**config.mk**
```make
export PLATFORM = sky130hd
export DESIGN_NAME = vid656_filter
export DESIGN_NICKNAME = d
export VERILOG_FILES = /design/src/rtl/vid656_pkg.sv /design/src/rtl/vid656_sync.sv /design/src/rtl/vid656_tagline.sv /design/src/rtl/vid656_gate.sv /design/src/rtl/vid656_filter.sv
export SDC_FILE = /design/constraint.sdc
export NUM_CORES = 1
export LEC_CHECK = 0
export ABC_CLOCK_PERIOD_IN_PS = 1500
export BUFFER_PORTS_ARGS = -buffer_cell sky130_fd_sc_hd__buf_2
export CAP_MARGIN = 20
export CORE_UTILIZATION = 57
export DETAILED_ROUTE_END_ITERATION = 6
export GPL_ROUTABILITY_DRIVEN = 0
export PLACE_DENSITY = 0.78
export SKIP_CTS_REPAIR_TIMING = 1
export SLEW_MARGIN = 20
export SYNTH_ARGS = -nofsm -noshare
export SYNTH_HDL_FRONTEND = slang
export SYNTH_HIERARCHICAL = 1
export SYNTH_SLANG_ARGS = --single-unit
```
**constraint.sdc**
```tcl
create_clock -name clk -period 1.5 [get_ports clk]
set_input_delay 0.225 -clock clk [delete_from_list [all_inputs] [get_ports clk]]
set_output_delay 0.225 -clock clk [all_outputs]
set_load 0.02 [all_outputs]
```
**src/rtl/vid656_pkg.sv**
```systemverilog
`timescale 1ns/1ps
package vid656_pkg;
    localparam int CODE_W  = 8;
    localparam int PRE_LEN = 4;
    localparam int F_BIT   = 6;
    localparam int V_BIT   = 5;
    localparam int H_BIT   = 4;

    typedef enum logic [1:0] {
        CAP_ALL     = 2'd0,
        CAP_ACTIVE  = 2'd1,
        CAP_VBI     = 2'd2,
        CAP_ALL_ALT = 2'd3
    } cap_mode_e;

    typedef enum logic [1:0] {
        SY_HUNT  = 2'd0,
        SY_ONES  = 2'd1,
        SY_ZERO1 = 2'd2,
        SY_ZERO2 = 2'd3
    } sync_state_e;

    typedef struct packed {
        logic f;
        logic v;
        logic h;
    } region_t;

    localparam region_t REGION_RST = '{f: 1'b0, v: 1'b0, h: 1'b1};
endpackage

```
**src/rtl/vid656_sync.sv**
```systemverilog
`timescale 1ns/1ps
module vid656_sync
    import vid656_pkg::*;
#(
    parameter int DATA_W = 10
) (
    input  logic              clk,
    input  logic              rst_n,
    input  logic [DATA_W-1:0] word,
    input  logic              wide,
    output logic              hit,
    output region_t           hit_region,
    output region_t           region_q
);
    logic [CODE_W-1:0] code;
    logic              is_ones;
    logic              is_zero;
    sync_state_e       st;
    sync_state_e       st_nx;

    always_comb begin
        code    = wide ? word[DATA_W-1 -: CODE_W] : word[CODE_W-1:0];
        is_ones = &code;
        is_zero = (code == '0);
    end

    // state register
    always_ff @(posedge clk or negedge rst_n) begin
        if (!rst_n) st <= SY_HUNT;
        else        st <= st_nx;
    end

    // transitions
    always_comb begin
        st_nx = SY_HUNT;
        unique case (st)
            SY_HUNT:  st_nx = is_ones ? SY_ONES : SY_HUNT;
            SY_ONES:  st_nx = is_ones ? SY_ONES : (is_zero ? SY_ZERO1 : SY_HUNT);
            SY_ZERO1: st_nx = is_ones ? SY_ONES : (is_zero ? SY_ZERO2 : SY_HUNT);
            SY_ZERO2: st_nx = SY_HUNT;
        endcase
    end

    // outputs: status decode and latched region
    always_comb begin
        hit        = (st == SY_ZERO2);
        hit_region = '{f: code[F_BIT], v: code[V_BIT], h: code[H_BIT]};
    end

    always_ff @(posedge clk or negedge rst_n) begin
        if (!rst_n)   region_q <= REGION_RST;
        else if (hit) region_q <= hit_region;
    end
endmodule

```
**src/rtl/vid656_tagline.sv**
```systemverilog
`timescale 1ns/1ps
module vid656_tagline
    import vid656_pkg::*;
#(
    parameter int DATA_W = 10,
    parameter int DEPTH  = PRE_LEN
) (
    input  logic              clk,
    input  logic              rst_n,
    input  logic [DATA_W-1:0] word,
    input  logic              hit,
    input  region_t           hit_region,
    input  region_t           region_q,
    output logic              tail_vld,
    output logic              tail_pre,
    output region_t           tail_rg,
    output logic [DATA_W-1:0] tail_word
);
    logic [DEPTH-1:0]  vld;
    logic [DEPTH-1:0]  pre;
    region_t           rg [DEPTH];
    logic [DATA_W-1:0] w  [DEPTH];

    always_ff @(posedge clk or negedge rst_n) begin
        if (!rst_n) begin
            vld <= '0;
            pre <= '0;
            for (int k = 0; k < DEPTH; k++) begin
                rg[k] <= REGION_RST;
                w[k]  <= '0;
            end
        end else begin
            vld[0] <= 1'b1;
            pre[0] <= hit;
            rg[0]  <= hit ? hit_region : region_q;
            w[0]   <= word;
            for (int k = 1; k < DEPTH; k++) begin
                vld[k] <= vld[k-1];
                w[k]   <= w[k-1];
                // the three words ahead of a status word are its code
                if (hit && k < PRE_LEN) begin
                    pre[k] <= 1'b1;
                    rg[k]  <= hit_region;
                end else begin
                    pre[k] <= pre[k-1];
                    rg[k]  <= rg[k-1];
                end
            end
        end
    end

    always_comb begin
        tail_vld  = vld[DEPTH-1];
        tail_pre  = pre[DEPTH-1];
        tail_rg   = rg[DEPTH-1];
        tail_word = w[DEPTH-1];
    end
endmodule

```
**src/rtl/vid656_gate.sv**
```systemverilog
`timescale 1ns/1ps
module vid656_gate
    import vid656_pkg::*;
#(
    parameter int DATA_W = 10
) (
    input  logic              clk,
    input  logic              rst_n,
    input  cap_mode_e         mode,
    input  logic              tail_vld,
    input  logic              tail_pre,
    input  region_t           tail_rg,
    input  logic [DATA_W-1:0] tail_word,
    output logic [DATA_W-1:0] out_word,
    output logic              out_valid,
    output logic              out_field,
    output logic              out_vblank,
    output logic              out_hblank,
    output logic              out_fchg
);
    logic keep;

    always_comb begin
        keep = 1'b0;
        unique case (mode)
            CAP_ALL, CAP_ALL_ALT: keep = 1'b1;
            CAP_ACTIVE:           keep = !tail_pre && !tail_rg.v && !tail_rg.h;
            CAP_VBI:              keep = tail_rg.v;
        endcase
    end

    always_ff @(posedge clk or negedge rst_n) begin
        if (!rst_n) begin
            out_word   <= '0;
            out_valid  <= 1'b0;
            out_field  <= REGION_RST.f;
            out_vblank <= REGION_RST.v;
            out_hblank <= REGION_RST.h;
            out_fchg   <= 1'b0;
        end else begin
            out_valid <= tail_vld && keep;
            out_fchg  <= tail_vld && (tail_rg.f != out_field);
            if (tail_vld) begin
                out_word   <= tail_word;
                out_field  <= tail_rg.f;
                out_vblank <= tail_rg.v;
                out_hblank <= tail_rg.h;
            end
        end
    end
endmodule

```
**src/rtl/vid656_filter.sv**
```systemverilog
`timescale 1ns/1ps
module vid656_filter
    import vid656_pkg::*;
#(
    parameter int DATA_W = 10
) (
    input  logic              clk,
    input  logic              rst_n,
    input  logic [DATA_W-1:0] in_word,
    input  logic              wide,
    input  logic [1:0]        mode,
    output logic [DATA_W-1:0] out_word,
    output logic              out_valid,
    output logic              out_field,
    output logic              out_vblank,
    output logic              out_hblank,
    output logic              out_fchg
);
    localparam int LINE_DEPTH = PRE_LEN;

    logic              status_hit;
    region_t           status_region;
    region_t           region_q;
    logic [DATA_W-1:0] word_fmt;
    logic              tail_vld;
    logic              tail_pre;
    region_t           tail_rg;
    logic [DATA_W-1:0] tail_word;
    cap_mode_e         mode_e;

    always_comb begin
        word_fmt = wide ? in_word : DATA_W'(in_word[CODE_W-1:0]);
        mode_e   = cap_mode_e'(mode);
    end

    vid656_sync #(.DATA_W(DATA_W)) i_sync (
        .clk        (clk),
        .rst_n      (rst_n),
        .word       (in_word),
        .wide       (wide),
        .hit        (status_hit),
        .hit_region (status_region),
        .region_q   (region_q)
    );

    vid656_tagline #(.DATA_W(DATA_W), .DEPTH(LINE_DEPTH)) i_tag (
        .clk        (clk),
        .rst_n      (rst_n),
        .word       (word_fmt),
        .hit        (status_hit),
        .hit_region (status_region),
        .region_q   (region_q),
        .tail_vld   (tail_vld),
        .tail_pre   (tail_pre),
        .tail_rg    (tail_rg),
        .tail_word  (tail_word)
    );

    vid656_gate #(.DATA_W(DATA_W)) i_gate (
        .clk        (clk),
        .rst_n      (rst_n),
        .mode       (mode_e),
        .tail_vld   (tail_vld),
        .tail_pre   (tail_pre),
        .tail_rg    (tail_rg),
        .tail_word  (tail_word),
        .out_word   (out_word),
        .out_valid  (out_valid),
        .out_field  (out_field),
        .out_vblank (out_vblank),
        .out_hblank (out_hblank),
        .out_fchg   (out_fchg)
    );
endmodule

```
==> insert_results.sql <==
INSERT INTO impl_metrics (metric_group, metric, value, unit) VALUES
('run_status', 'outcome', 'completed', ''),
('grt', 'globalRouteTotalUtil', '0.171', ''),
('setup_path', 'setup.reg_to_reg.worst_slack', '0.23', 'ns'),
('placement', 'numPortBuffers', '29', ''),
('route', 'drt-wirelength-per-cell', '14.5', 'um'),
('die', 'initial_standard_cell_utilization_of_the_core', '0.592', ''),
('setup_path', 'worstPathBufferInverterCount', '1', ''),
('power_and_ir_drop', 'power_density', '1330', 'nW/um2'),
('sta', 'setup-violations-final', '0', ''),
('logic_synthesis', 'synth_cell_type_count', '31', ''),
('logic_synthesis', 'synth_top_cell_area_share', '0.662', ''),
('power_and_ir_drop', 'power.switching', '899', 'uW'),
('logic_synthesis', 'syn-num-nets', '177', ''),
('sta', 'final-hold-violation-count', '0', ''),
('layout', 'syn_to_layout_area_delta', '12.4', '%'),
('power_and_ir_drop', 'share_of_total_power_in_sequential_cells', '0.545', ''),
('setup_path', 'critical_path.slowest_cell', 'dfrtp_1', ''),
('power_and_ir_drop', 'p_int', '3260', 'uW'),
('route', 'num_vias', '1277', ''),
('setup_path', 'critical-path-top-delay-family', 'flip-flops', ''),
('sta', 'final.hold.worst_slack', '0.0296', 'ns'),
('min_path', 'hold_path.startpoint', 'in_word[3]', ''),
('route', 'viasPerCell', '4.95', ''),
('grt', 'number_of_global_route_vias_before_repair', '1265', ''),
('setup_path', 'timing.critical_path.to_type', 'flop', ''),
('sta', 'layout_worst_path_cycle_share', '0.844', ''),
('clocking', 'clk_latency', '0.34', 'ns'),
('logic_synthesis', 'synthesis.area_per_instance', '17.5', 'um2'),
('die', 'design.die.area', '5190', 'um2'),
('logic_synthesis', 'netlist.top_cell.by_area', 'dfrtp_1', ''),
('setup_path', 'r2r-end', 'i_tag/tail_rg[1]', ''),
('route', 'drcViolationCount', '0', ''),
('logic_synthesis', 'yosysMostFrequentCell', 'dfrtp_1', ''),
('setup_path', 'worst_ep_arrival_time', '1.49', 'ns'),
('sta', 'slew_violations', '0', ''),
('logic_synthesis', 'synth_enable_flop_cells', '0', ''),
('route', 'total_iterations_of_the_first_detailed_routing_run', '4', ''),
('route', 'detailedRoute.firstIterationViolations', '73', ''),
('setup_path', 'timing.critical_path.slowest_cell_delay', '0.39', 'ns'),
('setup_path', 'crit_required', '1.72', 'ns'),
('sta', 'final_period_minus_worst_setup_slack', '1.27', 'ns'),
('placement', 'place.detailed.hpwl', '2590', 'um'),
('logic_synthesis', 'yosys_most_used_dff', 'dfrtp_1', ''),
('logic_synthesis', 'synth.top_cells.by_count', 'dfrtp_1 (74), buf_4 (13), mux2_2 (13), mux2_4 (9), mux2_1 (7)', ''),
('sta', 'fmax', '790', 'MHz'),
('grt', 'antenna_violations_before_repair', '0', ''),
('power_and_ir_drop', 'power_leakage', '0.00152', 'uW'),
('die', 'die_x', '72.0', 'um'),
('logic_synthesis', 'synth.top_cells.by_area', 'dfrtp_1 (66%), dfstp_2 (5.6%), mux2_2 (5.2%)', ''),
('layout', 'postLayoutCoreUtil', '0.665', ''),
('sta', 'grt_setup_unrepaired', 'false', ''),
('die', 'core.rowCount', '25', ''),
('clocking', 'cts_root_buffer', 'clkbuf_8', ''),
('clocking', 'max_root_sink_buffers', '2', ''),
('logic_synthesis', 'synth-seq-area-share', '0.719', ''),
('setup_path', 'crit_path_max_fanout', '20', ''),
('setup_path', 'worstSetupPathType', 'reg2reg', ''),
('sta', 'tns', '0', 'ns'),
('layout', 'layout.area.seq', '2010', 'um2'),
('logic_synthesis', 'synthesis.instances', '160', ''),
('die', 'core_region_area', '4720', 'um2'),
('power_and_ir_drop', 'power_frac_clock', '0.399', ''),
('setup_path', 'worstSetupStartpointType', 'flop', ''),
('power_and_ir_drop', 'worst_ir_drop_vdd', '0.791', 'mV'),
('clocking', 'clkTransAtPathRegs', '0.08', 'ns'),
('die', 'io_pins', '30', ''),
('logic_synthesis', 'ys_ff_latch', '80', ''),
('grt', 'grt_start_max_net_pins', '47', ''),
('clocking', 'sink_count_of_the_clock_tree', '80', ''),
('min_path', 'worstHoldPathCells', '1', ''),
('min_path', 'hold_path.class', 'in2reg', '');
[cell families after synthesis]
family / after synthesis / synth area share
buffers and inverters: 22 / 0.0653
adder cells (fa/ha/maj): 2 / 0.00895
AND/OR/NAND/NOR: 16 / 0.0470
XOR/XNOR: 2 / 0.00627
AO/OA/AOI/OAI: 7 / 0.0184
other: 1 / 0.00134
flip-flops: 80 / 0.719
multiplexers: 30 / 0.134
[per-layer routing]
metal  part of all wire  global-route usage  wire (um)  up-vias
met5                  0                   0          0        -
met2               0.51               0.262       1890       36
met1               0.42               0.207       1570      660
li1                   -                   -          -      574
met3              0.054              0.0681        201        7
met4              0.019              0.0980         72        0
[flip-flops by register name, indices dropped and copies added, names as in the netlist, 2 cells and up]
register,flops
i_tag/w,30
i_gate/out_word,10
i_tag/rg,9
i_sync/st,2
i_tag/tail_word,10
i_tag/tail_rg,3
i_sync/region_q,3
i_tag/vld,4
i_tag/pre,4
[layout by cell type (no fill, tap or decap), types with 2 or more instances in the layout]
| cell type | count |
|---|---|
| ha_1 | 2 |
| buf_12 | 2 |
| clkinvlp_4 | 3 |
| xor2_1 | 2 |
| mux2_2 | 13 |
| and2_1 | 4 |
| dfrtp_1 | 74 |
| mux2_1 | 7 |
| clkbuf_8 | 9 |
| mux2_4 | 9 |
| a21oi_1 | 3 |
| bufinv_16 | 2 |
| buf_4 | 3 |
| dfstp_2 | 6 |
| inv_1 | 3 |
| or2_1 | 3 |
| buf_2 | 28 |
[layout make-up]
cell class	instances	share of cell area
Clock buffer	9	0.0394
Clock inverter	7	0.0307
Timing Repair Buffer	34	0.0677
Tap cell	67	0.0267
Multi-Input combinational cell	58	0.192
Inverter	3	0.00359
Sequential cell	80	0.640
[worst reg2reg max path, delay by kind of cell, from the launching register on]
kind	cells	cell delay, ns
mux	1	0.37
simple gates	1	0.21
flops	1	0.39
buf+inv	1	0.19
[through the flow]
stage	area (um2)	setup WS [ns]	cells
after floorplan	2800	0.162	160
after global placement	2910	0.308	241
after detailed placement	2910	0.231	241
after CTS	3130	0.225	257
after global routing	3140	0.189	258
final	3140	0.234	258
[power by group through the flow]
stage | Clock, uW | Sequential (uW) | Combinational (uW)
4_1_cts | 1710 | 2270 | 233
6_report | 1660 | 2270 | 231
3_3_place_gp | 0 | 2310 | 219
2_1_floorplan | 0 | 2350 | 92.5
5_1_grt | 1810 | 2280 | 254
3_5_place_dp | 0 | 2320 | 232
[worst max path at each step]
stage,start,end,slack (ns),cells after the start
3_5_place_dp,wide,i_tag/tail_rg[0],0.23,4
6_report,i_sync/st[1],i_tag/tail_rg[1],0.23,3
5_1_grt,i_sync/st[1],i_tag/tail_rg[1],0.19,3
4_1_cts,i_gate/out_hblank,out_hblank,0.23,1
3_3_place_gp,wide,i_tag/tail_rg[0],0.31,4
2_1_floorplan,i_sync/st[1],i_tag/rg[10],0.16,5
(Power assumes the default switching activity.)
